===== config.mk =====
export PLATFORM = sky130hd
export DESIGN_NAME = payload_gen
export DESIGN_NICKNAME = d
export VERILOG_FILES = /design/src/rtl/payload_gen_pkg.sv /design/src/rtl/payload_gen_ctrl.sv /design/src/rtl/payload_gen_dp.sv /design/src/rtl/payload_gen.sv
export SDC_FILE = /design/constraint.sdc
export NUM_CORES = 1
export LEC_CHECK = 0
export BUFFER_PORTS_ARGS = -buffer_cell sky130_fd_sc_hd__buf_2
export CORE_MARGIN = 2
export CORE_UTILIZATION = 30
export DETAILED_ROUTE_END_ITERATION = 10
export GPL_TIMING_DRIVEN = 0
export PLACE_DENSITY = 0.43
export REMOVE_ABC_BUFFERS = 1
export SLEW_MARGIN = 5
export SYNTH_ARGS = -nofsm -noshare
export SYNTH_HDL_FRONTEND = slang
export SYNTH_SLANG_ARGS = --single-unit

===== constraint.sdc =====
create_clock -name clk -period 2.5 [get_ports clk]
set_input_delay 0.5 -clock clk [delete_from_list [all_inputs] [get_ports clk]]
set_output_delay 0.5 -clock clk [all_outputs]
set_load 0.005 [all_outputs]

===== src/rtl/payload_gen_pkg.sv =====
package payload_gen_pkg;

  typedef enum logic [1:0] {
    MODE_ZERO = 2'd0,
    MODE_RAND = 2'd1,
    MODE_PAT  = 2'd2,
    MODE_SEQ  = 2'd3
  } modeE;

  typedef struct packed {
    logic clear;    // frame opened: restart positions
    logic advance;  // beat consumed: step positions and LFSR
  } strobeS;

  localparam int SERIAL_BITS  = 32;
  localparam int SERIAL_BYTES = SERIAL_BITS / 8;

endpackage


===== src/rtl/payload_gen_ctrl.sv =====
module payload_gen_ctrl
  import payload_gen_pkg::*;
#(
  parameter int IDX_W = 5
) (
  input  logic                   clk,
  input  logic                   rstN,
  input  logic                   sopPulse,
  input  logic                   beatReq,
  input  logic [1:0]             modeSel,
  input  logic                   serialEn,
  input  logic [SERIAL_BITS-1:0] serialVal,
  output strobeS                 strobe,
  output modeE                   curMode,
  output logic                   stampOn,
  output logic [SERIAL_BITS-1:0] curSerial,
  output logic                   firstBeat,
  output logic [IDX_W-1:0]       beatIdx
);

  always_comb begin
    strobe.clear   = sopPulse;
    strobe.advance = beatReq & ~sopPulse;
  end

  // Frame settings: captured only when a frame opens
  always_ff @(posedge clk) begin
    if (!rstN) begin
      curMode   <= MODE_ZERO;
      stampOn   <= 1'b0;
      curSerial <= '0;
    end else if (strobe.clear) begin
      curMode   <= modeE'(modeSel);
      stampOn   <= serialEn;
      curSerial <= serialVal;
    end
  end

  // Beat position; wraps naturally at the sequence span.
  // firstBeat is kept apart so a wrap back to index 0 is not re-stamped.
  always_ff @(posedge clk) begin
    if (!rstN) begin
      beatIdx   <= '0;
      firstBeat <= 1'b0;
    end else if (strobe.clear) begin
      beatIdx   <= '0;
      firstBeat <= 1'b1;
    end else if (strobe.advance) begin
      beatIdx   <= beatIdx + 1'b1;
      firstBeat <= 1'b0;
    end
  end

endmodule


===== src/rtl/payload_gen_dp.sv =====
module payload_gen_dp
  import payload_gen_pkg::*;
#(
  parameter int          BEAT_BYTES = 8,
  parameter int          PAT_BYTES  = 64,
  parameter int          IDX_W      = 5,
  parameter logic [63:0] LFSR_SEED  = 64'h0123_4567_89AB_CDEF,
  parameter logic [63:0] LFSR_TAPS  = 64'hD800_0000_0000_0000
) (
  input  logic                      clk,
  input  logic                      rstN,
  input  strobeS                    strobe,
  input  modeE                      curMode,
  input  logic                      stampOn,
  input  logic [SERIAL_BITS-1:0]    curSerial,
  input  logic                      firstBeat,
  input  logic [IDX_W-1:0]          beatIdx,
  input  logic                      patWrEn,
  input  logic [$clog2(PAT_BYTES)-1:0] patWrAddr,
  input  logic [7:0]                patWrData,
  output logic [BEAT_BYTES*8-1:0]   lfsrState,
  output logic [BEAT_BYTES*8-1:0]   payloadWord
);

  localparam int DATA_W = BEAT_BYTES * 8;
  localparam int LANE_W = $clog2(BEAT_BYTES);
  localparam int PAT_AW = $clog2(PAT_BYTES);

  // Pattern store, byte-wide writes, eight parallel byte reads per beat
  logic [7:0] patMem [PAT_BYTES];

  always_ff @(posedge clk) begin
    if (!rstN) begin
      for (int i = 0; i < PAT_BYTES; i++) patMem[i] <= '0;
    end else if (patWrEn) begin
      patMem[patWrAddr] <= patWrData;
    end
  end

  // Free-running LFSR: steps on consumed beats only, never reseeded by a frame
  always_ff @(posedge clk) begin
    if (!rstN) begin
      lfsrState <= LFSR_SEED[DATA_W-1:0];
    end else if (strobe.advance) begin
      lfsrState <= {lfsrState[DATA_W-2:0], ^(lfsrState & LFSR_TAPS[DATA_W-1:0])};
    end
  end

  for (genvar k = 0; k < BEAT_BYTES; k++) begin : g_lane
    logic [IDX_W+LANE_W-1:0] laneOffs;
    logic [7:0]              baseByte;
    logic [7:0]              laneByte;

    assign laneOffs = {beatIdx, LANE_W'(k)};

    always_comb begin
      unique case (curMode)
        MODE_ZERO: baseByte = 8'h00;
        MODE_RAND: baseByte = lfsrState[8*k +: 8];
        MODE_PAT:  baseByte = patMem[laneOffs[PAT_AW-1:0]];
        MODE_SEQ:  baseByte = 8'(laneOffs);
        default:   baseByte = 8'h00;
      endcase
    end

    if (k < SERIAL_BYTES) begin : g_stamp
      assign laneByte = (stampOn && firstBeat)
                      ? curSerial[8*(SERIAL_BYTES-1-k) +: 8] : baseByte;
    end else begin : g_plain
      assign laneByte = baseByte;
    end

    assign payloadWord[8*k +: 8] = laneByte;
  end

endmodule


===== src/rtl/payload_gen.sv =====
module payload_gen
  import payload_gen_pkg::*;
#(
  parameter int          BEAT_BYTES = 8,
  parameter int          PAT_BYTES  = 64,
  parameter int          SEQ_SPAN   = 256,
  parameter logic [63:0] LFSR_SEED  = 64'h0123_4567_89AB_CDEF,
  parameter logic [63:0] LFSR_TAPS  = 64'hD800_0000_0000_0000
) (
  input  logic        clk,
  input  logic        rstN,
  input  logic        sopPulse,
  input  logic        beatReq,
  input  logic [1:0]  modeSel,
  input  logic        serialEn,
  input  logic [31:0] serialVal,
  input  logic        patWrEn,
  input  logic [5:0]  patWrAddr,
  input  logic [7:0]  patWrData,
  output logic [63:0] payloadWord
);

  localparam int DATA_W = BEAT_BYTES * 8;
  localparam int LANE_W = $clog2(BEAT_BYTES);
  localparam int IDX_W  = $clog2(SEQ_SPAN) - LANE_W;

  strobeS                 strobe;
  modeE                   curMode;
  logic                   stampOn;
  logic [SERIAL_BITS-1:0] curSerial;
  logic                   firstBeat;
  logic [IDX_W-1:0]       beatIdx;
  logic [DATA_W-1:0]      lfsrState;

  payload_gen_ctrl #(.IDX_W(IDX_W)) u_ctrl (
    .clk       (clk),
    .rstN      (rstN),
    .sopPulse  (sopPulse),
    .beatReq   (beatReq),
    .modeSel   (modeSel),
    .serialEn  (serialEn),
    .serialVal (serialVal),
    .strobe    (strobe),
    .curMode   (curMode),
    .stampOn   (stampOn),
    .curSerial (curSerial),
    .firstBeat (firstBeat),
    .beatIdx   (beatIdx)
  );

  payload_gen_dp #(
    .BEAT_BYTES (BEAT_BYTES),
    .PAT_BYTES  (PAT_BYTES),
    .IDX_W      (IDX_W),
    .LFSR_SEED  (LFSR_SEED),
    .LFSR_TAPS  (LFSR_TAPS)
  ) u_dp (
    .clk         (clk),
    .rstN        (rstN),
    .strobe      (strobe),
    .curMode     (curMode),
    .stampOn     (stampOn),
    .curSerial   (curSerial),
    .firstBeat   (firstBeat),
    .beatIdx     (beatIdx),
    .patWrEn     (patWrEn),
    .patWrAddr   (patWrAddr),
    .patWrData   (patWrData),
    .lfsrState   (lfsrState),
    .payloadWord (payloadWord)
  );

endmodule


# [Word-level counts from Yosys, hierarchy flattened]
# Memory sizes are Yosys's and may differ from the RTL's. A register that Yosys moved wholly into a read port is not among the register bits.
# Cells that the tools add are included.
[totals] register_bits=105 mem_bits_rw=512 word_cells=57 mem_count=1
[memory_table] name="u_dp.patMem" depth=64 word_bits=8 rd=8 rd_clocked_by_memory_dff=8 wr=64 line="payload_gen_dp.sv:30" rtl="logic [7:0] patMem [PAT_BYTES];"
[op_classes] add_sub_neg=1 n_eq_ne=3 mux=37 n_bitwise=3 n_reduce_logical=6
[ops] operator="8-bit case mux with 4 select lines" n=8
[ops] operator="6-bit two-way mux" n=17
[ops] operator="64-bit XOR reduction" n=1
[ops] operator="8-bit two-way mux" n=5
[ops] operator="8-bit OR reduction" n=1
[ops] operator="1-bit two-way mux" n=7
[ops] operator="5-bit by 1-bit adder with 5-bit output, second input constant" n=1
[ops] operator="2-bit equality test, second input constant" n=2
[ops] operator="2-bit by 1-bit equality test with 1-bit output, second input constant" n=1
[ops] operator="2-bit zero test" n=1
[ops] operator="1-bit inverter" n=2
[ops] operator="2-bit nonzero test" n=1
[ops] operator="2-bit OR reduction" n=1
[ops] operator="1-bit bitwise AND" n=1
[ops] operator="1-bit logical AND" n=1

# [Longest topological paths before layout]
# Gate-level depths: netlist of the first run.
[logic_depth] depth_word=5 depth_mapped=7 depth_no_buf=4

# [Hierarchy]
# A second synthesis of the first run with hierarchy kept.
[hier_totals] cells_unflattened=2326 area_unflattened_um2=29220.5
[modules_own_cells] mod="payload_gen_dp" instances=1 cells_each=2184 area_each_um2=27596.5 seq_area_each_um2=16656.0
[modules_own_cells] mod="payload_gen_ctrl" instances=1 cells_each=142 area_each_um2=1624.1 seq_area_each_um2=820.8

# [Least setup slack after synthesis of the first run]
# Ideal clock, no wire load.
[synth_path] kind="input to register" startpoint="input port patWrAddr[5]" endpoint="memory u_dp.patMem[19][0] (enable)" t_arrival_ns=1.842 setup_slack_ns=0.274 cell_stages=4 path_buffers=2 path_cell_list="or3b_1 clkbuf_1 buf_2 o21ai_0"
[synth_lines] item="from (decl)" line="payload_gen.sv:18" rtl="input logic [5:0] patWrAddr,"
[synth_lines] item="to (decl)" line="payload_gen_dp.sv:30"

==> results of run 1 <==
worst reg2reg max path, stage by stage (launching register included):
cell and delay (ns):
dfxtp_1 0.44, ha_1 0.23, nand2_1 0.08, xor2_1 0.15, nor2_1 0.14
state kept, by name, summed over array words and instances (netlist names), named ones only:
register and flops:
u_ctrl.beatIdx 5, u_ctrl.firstBeat 1, u_ctrl.curSerial 32, u_ctrl.curMode 2
u_dp.lfsrState 64, u_ctrl.stampOn 1, u_dp.patMem 512
cell families after synthesis:
logic type	after synthesis	synth area share, %
and+or+nand+nor	859	16.6
DFF	620	61.2
AOI/OAI and AO/OA	345	7.64
muxes	256	11.0
buffers and inverters	224	3.26
xor gates and xnor gates	7	0.214
adders and majority gates	1	0.0437
per-layer routing:
layer | global-route usage [%] | part of all wire, % | up-vias
li1 | - | - | 8555
met1 | 25.3 | 44 | 9484
met2 | 31.7 | 49 | 395
met3 | 2.72 | 4.1 | 123
met4 | 4.83 | 2.2 | 2
met5 | 0 | 0.012 | -
final timing paths:
| check | from | to |
|---|---|---|
| worst min-delay path | serialVal[0] | u_ctrl.curSerial[0] |
| worst max register to register | u_ctrl.beatIdx[0] | flip-flop |
| worst min register to register | u_dp.lfsrState[11] | u_dp.lfsrState[12] |
| worst max-delay path | flip-flop | payloadWord[49] |
metrics by stage:
step	setup TNS [ns]	hold slack [ns]	instance area (µm²)	cells
detailed placement	-635.31	0.457	30500	3528
finish	-16.17	0.151	35500	3765
floorplan	-348.18	0.441	27900	2128
CTS	-62.03	0.104	34800	3736
global route	-21.73	0.139	35500	3763
global placement	-3294.59	0.453	30000	3510
area by class of cell:
class                      instances  area, µm²
fill                            9085      59400
sequential                       620      17600
multi-input combinational       1470      11300
timing repair buffer             238       2650
clock buffer                     108       2080
tap                             1265       1580
clock inverter                    22        211
inverter                          40        150
antenna                            2       5.00
cell usage after synthesis, types with 5 or more instances:
library cell,n,area share (%)
nor2_1,68,0.89
buf_2,48,0.84
buf_4,7,0.18
a22oi_1,104,2.7
o211ai_1,24,0.63
nand2_1,186,2.4
nand3_1,14,0.24
clkbuf_1,114,1.5
inv_1,40,0.52
nor2b_1,48,1.0
o21ai_0,160,2.8
dfxtp_1,108,7.5
buf_1,14,0.18
mux4_2,48,3.8
nor2_2,5,0.11
and2_1,517,11
a21oi_1,8,0.14
mux2i_1,208,7.3
a21boi_0,32,0.84
edfxtp_1,512,54
power breakdown:
part           internal [W]  leakage (nW)  total [W]  switching (W)
clock network       0.00616          1.12     0.0104        0.00427
registers            0.0117          5.76     0.0119       0.000220
logic              0.000795          5.62    0.00206        0.00127
timing repair:
action                     CTS  global route
cloned                      22             4
pin swaps                   54            53
gates resized for setup    250           134
setup buffers               56            26
setup endpoints to repair  536           474
==> key figures, run 1 <==
Routing
  • DRC viols: 0
  • WL per Instance: 25.0 µm
  • DR vias/cell: approximately 4.9
  • Vias: 18559
  • Antenna viol nets, final: 0
  • DRT iter0 DRCs: about 1300
  • Wirelength, routed: 94100 µm
  • Drt first pass iters: 7

Floorplanning
  • Placeable Area: 0.0949 mm²
  • Die ar.: approximately 0.098 mm²
  • IO Pins: 118
  • Die height: 313 µm
  • Standard-cell row count: around 110
  • Die Wd: 313 µm
  • Initial Utilization: 30.2%

Clock network
  • H-tree depth: 3
  • CTS clk-pin slew, worst paths: 0.06 ns
  • CTS root buf: clkbuf_16
  • CTS Buf Count: 74
  • CTS tree: done
  • Worst-Skew Late Latency: 0.61 ns
  • Hold-fix buffers at CTS: 0
  • Clk buf depth: 3
  • CTS Sinks: 620

Placement
  • Hpwl dp: 54800 µm
  • GPL Wtd Cong: 0.741
  • Buffers on Ports: 117
  • Pre-CTS setup slack: -2.11 ns

Job
  • Max Cap Viol: 1

Setup path
  • Largest stage delay, worst path: ~0.55 ns
  • Worst reg2reg path depth: 4
  • R2r setup slk: around 1.4 ns
  • Crit-path leading delay family: multiplexers
  • CP max FO: 14
  • CP Cell Sequence: buf_16 -> mux4_2 -> a22oi_1 -> nand2_2 -> buf_2
  • Critical path endpoint category: output pin
  • Critical path arrival: ~2.3 ns
  • Crit path kind: reg2out
  • Required time of the critical path: 2.00 ns
  • Worst setup SP type: flip-flop
  • Crit path max-delay cell type: mux4_2
  • Cell count along the critical path: 5
  • CP Buf/Inv Count: 2

Synthesis
  • Mean Syn Cell Area: 12.4 µm²
  • Ys Warns: 0
  • Post-synth EDFFs: 512
  • Netlist cell types: 39
  • Yosys reg bits: 620
  • Post-Syn Instances: roughly 2300
  • Sequential share of the synthesized area: 61.2%
  • Synth Flop Type: edfxtp_1
  • Asr flop ratio synth: 0%
  • Synth Cell Area: 0.0287 mm²

Worst hold path
  • Worst hold stages: 3
  • Hold Crit Class: in2reg

Global route
  • Largest net degree at the start of global routing: 92
  • Vias in the first global route: 18810
  • Gr usage total: 18.8%
  • Grt total ovfl: 0
  • First-pass GRT wire length: 133000 µm
  • Antenna violations before repair: 1

Final layout
  • Share of cells above drive strength 1: between 20% and 30%
  • Util after Layout: 37.4%
  • Final net count: roughly 2500
  • Layout area overhead: 23.9%
  • Commonest non-fill, non-tap cell in the layout: and2_1
  • Most frequent cells in the layout: and2_1 (513), edfxtp_1 (512), mux2i_1 (178)

STA
  • Rel. slew slack: -0.543%
  • Final period util: 114%
  • Slew Limit Fails: 17
  • Fmax: ~350 MHz
  • Final Worst Setup Slack: -0.338 ns
  • Fin crit period: 2.84 ns
  • RSZ-0062 raised after global routing: true
  • Fin. Hold Viols: 0
  • Worst-Margin Slew: 1.51 ns
  • Final setup violation count: 64
  • Clock skew: about 0.012 ns

Status
  • Failing checks: capacitance limit, slew limit, setup timing
  • Status: finished with violations

Pwr
  • Max VDD drop: 0.435 mV
  • Pwr Density: 688 mW/mm²
  • Total Power: roughly 0.024 W
  • LEAKAGE: between 10 and 15 nW
No activity file was read; power rests on OpenSTA's default activity.
==> run 2, diff against run 1 <==
- CORE_ASPECT_RATIO: default -> 1.1
==> key figures, run 2 (synthesized netlist as in run 1, its figures left out) <==
Worst hold path
  • Hold Crit Class: in2reg
  • Hold wc startpoint: serialVal[23]
  • Worst hold stages: 3 (unchanged)
  • Hold Path End: u_ctrl.curSerial[23]

Placement
  • Placed insts: 3527 (-0.028%)
  • GPL Wtd Cong: 0.744 (+0.38%)
  • Buffers on Ports: 117 (unchanged)
  • Hpwl dp: 54800 µm (about the same)

Setup path
  • CP Buf/Inv Count: 4 (+2)
  • Crit-path leading delay family: buffers and inverters
  • Crit path max-delay cell type: dfxtp_4
  • Crit path kind: reg2out
  • Critical Path Most Common Cell: buf_12
  • CP Cell Sequence: buf_8 -> buf_12 -> nor2b_4 -> buf_12 -> nand2_1 -> a32o_2 -> buf_2
  • Worst setup SP type: flip-flop
  • Largest stage delay, worst path: 0.37 ns (-0.18 ns)
  • R2r setup slk: 1.38 ns (about the same)
  • R2R Path Start: u_ctrl.beatIdx[0]
  • Critical path endpoint category: output pin
  • CP max FO: 23 (+9)
  • Critical R2R Capture: u_ctrl.beatIdx[4]
  • Required time of the critical path: 2.00 ns (about the same)
  • Critical path arrival: 2.36 ns (+0.02 ns)
  • Worst reg2reg path depth: 4 (unchanged)

Floorplanning
  • Die height: 328 µm (+4.8%)
  • Die ar.: 0.0980 mm² (about the same)
  • Initial Utilization: 30.4% (+0.17 points)
  • IO Pins: 118 (unchanged)
  • Standard-cell row count: 118 (+4.4%)
  • Placeable Area: 0.0943 mm² (-0.56%)
  • Die Wd: 299 µm (-4.6%)

Final layout
  • Max FFs per register: 512 (unchanged)
  • Largest register by flop count: u_dp.patMem
  • Final net count: 2478 (-0.84%)
  • Util after Layout: 37.4% (about the same)
  • Sequential cell area: 0.0176 mm² (unchanged)
  • Most frequent cells in the layout: and2_1 (512), edfxtp_1 (512), mux2i_1 (179)
  • Multi-input gate area: 0.0113 mm² (about the same)
  • Layout area overhead: 23.2%
  • Largest regs: u_dp.patMem x512, u_dp.lfsrState x64, u_ctrl.curSerial x32
  • Layout Cells excl Fill: 3747 (-0.48%)
  • Share of cells above drive strength 1: 23.6% (-0.91 points)
  • Fill count: 9066 (-0.21%)

Clock network
  • CTS root buf: clkbuf_16
  • Worst-Skew Late Latency: 0.62 ns (about the same)
  • Hold-fix buffers at CTS: 0 (unchanged)
  • H-tree depth: 3 (unchanged)
  • CTS Buf Count: 74 (unchanged)
  • CTS clk-pin slew, worst paths: 0.06 ns (about the same)
  • Clk buf depth: 3 (unchanged)
  • CTS tree: done
  • CTS Sinks: 620 (unchanged)

STA
  • Final Worst Setup Slack: -0.356 ns (-0.0177 ns)
  • Final period util: 114% (+0.71 points)
  • Rel. slew slack: 0.764% (+1.3 points)
  • Worst hold slack: 0.143 ns (-0.00809 ns)
  • Fmax: 350 MHz (-0.62%)
  • Fin. Hold Viols: 0 (unchanged)
  • Fin crit period: 2.86 ns (+0.0177 ns)
  • Slew Limit Fails: 0 (-17)
  • Clock skew: 0.0120 ns (-0.000175 ns)
  • RSZ-0062 raised after global routing: true
  • Final setup violation count: 64 (unchanged)
  • Worst-Margin Slew: 1.48 ns (-0.0241 ns)

Global route
  • Gr usage total: 19.1% (+0.29 points)
  • Vias in the first global route: 19102 (+1.6%)
  • Antenna violations before repair: 7 (+6)
  • Grt total ovfl: 0 (unchanged)
  • First-pass GRT wire length: 135000 µm (+1.3%)
  • Largest net degree at the start of global routing: 94 (+2.2%)

Routing
  • DRT iter0 DRCs: 1362 (+1.1%)
  • Drt first pass iters: 5 (-2)
  • DR vias/cell: 4.93 (about the same)
  • DRC viols: 0 (unchanged)
  • Antenna viol nets, final: 0 (unchanged)
  • Wirelength, routed: 95600 µm (+1.6%)
  • WL per Instance: 25.5 µm (+2.1%)
  • Vias: 18481 (-0.42%)

Pwr
  • Pwr Density: 686 mW/mm² (-0.23%)
  • LEAKAGE: 12.3 nW (-1.5%)
  • Total Power: 0.0242 W (-0.74%)
  • Max VDD drop: 0.430 mV (-1.1%)

Status
  • Status: finished with violations
  • Failing checks: capacitance limit, setup timing

Job
  • Max Cap Viol: 1 (unchanged)
run 2: how the worst max path moves through the flow:
stage / from / endpoint / slack [ns] / cells after the start
final: flip-flop / payloadWord[48] / -0.36 / 7
after global routing: flip-flop / payloadWord[36] / -0.43 / 6
after CTS: flip-flop / payloadWord[34] / -0.40 / 6
after detailed placement: u_ctrl.curMode[1] / payloadWord[29] / -2.11 / 5
after global placement: flip-flop / payloadWord[49] / -10.29 / 4
after floorplan: flip-flop / payloadWord[34] / -5.20 / 3
run 2: repair_timing:
item | CTS | global route
cloned | 22 | 6
buffers inserted | 43 | 10
setup endpoints to repair | 552 | 502
gates resized for setup | 301 | 84
pin swaps | 48 | 41
run 2: area by class of cell:
type,instances,area share (%)
flip-flops and latches,620,49.7
multi-input cells,1471,31.9
repair buffers,216,7.12
clock buffers,102,5.78
well taps,1260,4.46
clock inverters,35,0.613
inverters,40,0.425
diodes,3,0.0213
run 2: worst min-delay path, delay by kind of cell:
kind          cells  cell delay (ns)
buf+inv           1             0.07
simple gates      1             0.09
mux               1             0.06
run 2: power breakdown:
part,internal (W),switching (W)
sequential,0.0117,0.000210
combinational,0.000789,0.00128
clock,0.00583,0.00443
run 2: per-stage QoR:
step,setup slack (ns),TNS (ns),area [µm²]
floorplan,-5.20,-348.18,27900
global placement,-10.29,-3347.82,30000
detailed placement,-2.11,-648.05,30600
CTS,-0.396,-22.15,34700
global route,-0.428,-22.30,35300
finish,-0.356,-17.22,35300
run 2: layer usage:
metal | vias to the layer above | GRT usage, % | wire, µm
met1 | 9346 | 24.1 | 40300
met5 | - | 0 | 49
met2 | 436 | 32.0 | 46100
met4 | 8 | 7.26 | 3700
li1 | 8528 | - | -
met3 | 163 | 4.04 | 5480
==> run 3, diff against run 2 <==
- CORE_MARGIN: 2 -> 4
- clock period: 2.5 -> 2.98 ns (I/O delays scaled with it)
==> key figures, run 3 (synthesized netlist as in run 1, its figures left out) <==
Global route
  • First-pass GRT wire length: 134000 µm (-0.30%)
  • Grt total ovfl: 0 (unchanged)
  • Largest net degree at the start of global routing: 92 (-2.1%)
  • Gr usage total: 18.4% (-0.71 points)
  • Antenna violations before repair: 7 (unchanged)
  • Vias in the first global route: 18974 (-0.67%)

Clock network
  • Clk buf depth: 3 (unchanged)
  • Worst-Skew Late Latency: 0.62 ns (about the same)
  • CTS clk-pin slew, worst paths: 0.06 ns (about the same)
  • CTS root buf: clkbuf_16
  • CTS tree: done
  • CTS Sinks: 620 (unchanged)
  • CTS Buf Count: 74 (unchanged)
  • H-tree depth: 3 (unchanged)
  • Hold-fix buffers at CTS: 0 (unchanged)

Status
  • Status: finished with violations
  • Failing checks: capacitance limit, setup timing

Pwr
  • Pwr Density: 588 mW/mm² (-14%)
  • Max VDD drop: 0.361 mV (-16%)
  • Total Power: 0.0203 W (-16%)
  • LEAKAGE: 12.1 nW (-1.4%)

STA
  • Fin crit period: between 3 and 4 ns
  • Final Worst Setup Slack: -0.186 ns (+0.170 ns)
  • Final setup violation count: 144 (+130%)
  • RSZ-0062 raised after global routing: true
  • Rel. slew slack: 0.803% (+0.039 points)
  • Slew Limit Fails: 0 (unchanged)
  • Fmax: between 300 and 400 MHz
  • Worst-Margin Slew: 1.48 ns (-0.000586 ns)
  • Fin. Hold Viols: 0 (unchanged)
  • Final period util: 106%
  • Clock skew: 0.0165 ns (+0.00444 ns)

Floorplanning
  • Standard-cell row count: 118 (unchanged)
  • IO Pins: 118 (unchanged)
  • Die height: 332 µm (+1.2%)
  • Placeable Area: 0.0945 mm² (+0.16%)
  • Die ar.: 0.101 mm² (+2.6%)
  • Die Wd: 303 µm (+1.3%)
  • Initial Utilization: 30.3% (-0.047 points)

Setup path
  • Crit path kind: in2reg
  • Worst setup SP type: primary input
  • Required time of the critical path: 3.19 ns (+1.19 ns)
  • Critical path arrival: 3.38 ns (+1.02 ns)
  • Critical path endpoint category: flip-flop
  • R2r setup slk: 1.85 ns (+0.47 ns)
  • CP max FO: 91 (+300%)

Final layout
  • Max FFs per register: 512 (unchanged)
  • Largest register by flop count: u_dp.patMem
  • Final net count: 2460 (-0.73%)
  • Final Cell Area: 0.0345 mm² (-2.2%)
  • Largest regs: u_dp.patMem x512, u_dp.lfsrState x64, u_ctrl.curSerial x32
  • Fill count: 9237 (+1.9%)
  • Sequential cell area: 0.0176 mm² (unchanged)
  • Multi-input gate area: 0.0108 mm² (-4.0%)
  • Layout Cells excl Fill: 3726 (-0.56%)
  • Layout area overhead: 20.6%
  • Share of cells above drive strength 1: 20.2% (-3.4 points)
  • Most frequent cells in the layout: and2_1 (512), edfxtp_1 (512), mux2i_1 (200)

Placement
  • GPL Wtd Cong: 0.746 (+0.35%)
  • Hpwl dp: 54700 µm (about the same)
  • Placed inst area: 0.0305 mm² (-0.20%)
  • Buffers on Ports: 117 (unchanged)
  • Placed insts: 3522 (-0.14%)

Routing
  • WL per Instance: 25.4 µm (-0.55%)
  • DR vias/cell: 4.96 (+0.54%)
  • DRC viols: 0 (unchanged)
  • Vias: 18477 (-0.022%)
  • Met1 wire length: 40700 µm (+1.1%)
  • Drt first pass iters: 5 (unchanged)
  • DRT iter0 DRCs: 1199 (-12%)
  • Max Used Layer: met4
  • Met3 routed WL: 3970 µm (-27%)
  • Wirelength, routed: 94500 µm (-1.1%)
  • Antenna viol nets, final: 0 (unchanged)
  • Routed wl met2: 47300 µm (+2.7%)

Worst hold path
  • Hold Crit Class: in2reg

Job
  • Max Cap Viol: 1 (unchanged)
## run 3: changes by cell type in the layout (fill, tap and decap cells not counted), sizes merged
cell,previous run,this run
buf,208,190
clkinv,30,21
clkbuf,107,110
and2,519,517
diode,3,5
nor2b,48,50
bufbuf,3,4
bufinv,1,2
clkinvlp,0,1
inv,44,43
nand2,189,188
## run 3: worst paths after layout
kind                      start  depth (start not counted)              endpoint
max reg2reg   u_ctrl.beatIdx[0]                          4     u_ctrl.beatIdx[4]
min               serialVal[31]                          3  u_ctrl.curSerial[31]
min reg2reg  u_dp.lfsrState[11]                          2    u_dp.lfsrState[12]
max                        rstN                          4    u_dp.patMem[24][1]
## run 3: where the power goes
group | internal, W | total (W) | switching (W)
logic | 0.000573 | 0.00159 | 0.00102
clock network | 0.00510 | 0.00873 | 0.00364
registers | 0.00981 | 0.00998 | 0.000172
total | 0.0155 | 0.0203 | 0.00483
## run 3: layer usage
metal / global-route usage, % / vias up
met1: 23.9 / 9439
met3: 2.65 / 131
li1: - / 8452
met2: 31.8 / 455
met4: 5.13 / 0
met5: 0 / -
## run 3: timing repair
action / CTS / global route
buffers inserted: 38 / 14
resized for setup: 133 / 81
gates cloned: 14 / 5
setup endpoints to repair: 234 / 263
pin swaps: 16 / 23
## run 3: cell type report
type / count / share of cell area [%]
well taps: 1260 / 4.56
clock buffers: 105 / 6.11
diodes: 5 / 0.0362
inverters: 40 / 0.435
multi-input cells: 1470 / 31.3
clock inverters: 27 / 0.547
flip-flops and latches: 620 / 50.8
repair buffers: 199 / 6.21
## run 3: worst max-delay path: stages
cell     delay [ns]
buf_6          0.59
and3b_1        0.41
nand2_1        0.48
o21ai_0        1.22
## run 3: stage by stage
| step | hold WS [ns] | TNS [ns] | util, % | worst slack (ns) |
|---|---|---|---|---|
| global route | 0.237 | -43.01 | 36.6 | -0.342 |
| global placement | 0.459 | -2864.14 | 31.8 | -9.98 |
| floorplan | 0.441 | -301.33 | - | -4.82 |
| finish | 0.243 | -6.82 | 36.6 | -0.186 |
| detailed placement | 0.463 | -361.20 | 32.3 | -1.83 |
| CTS | 0.208 | -25.20 | 36.1 | -0.368 |
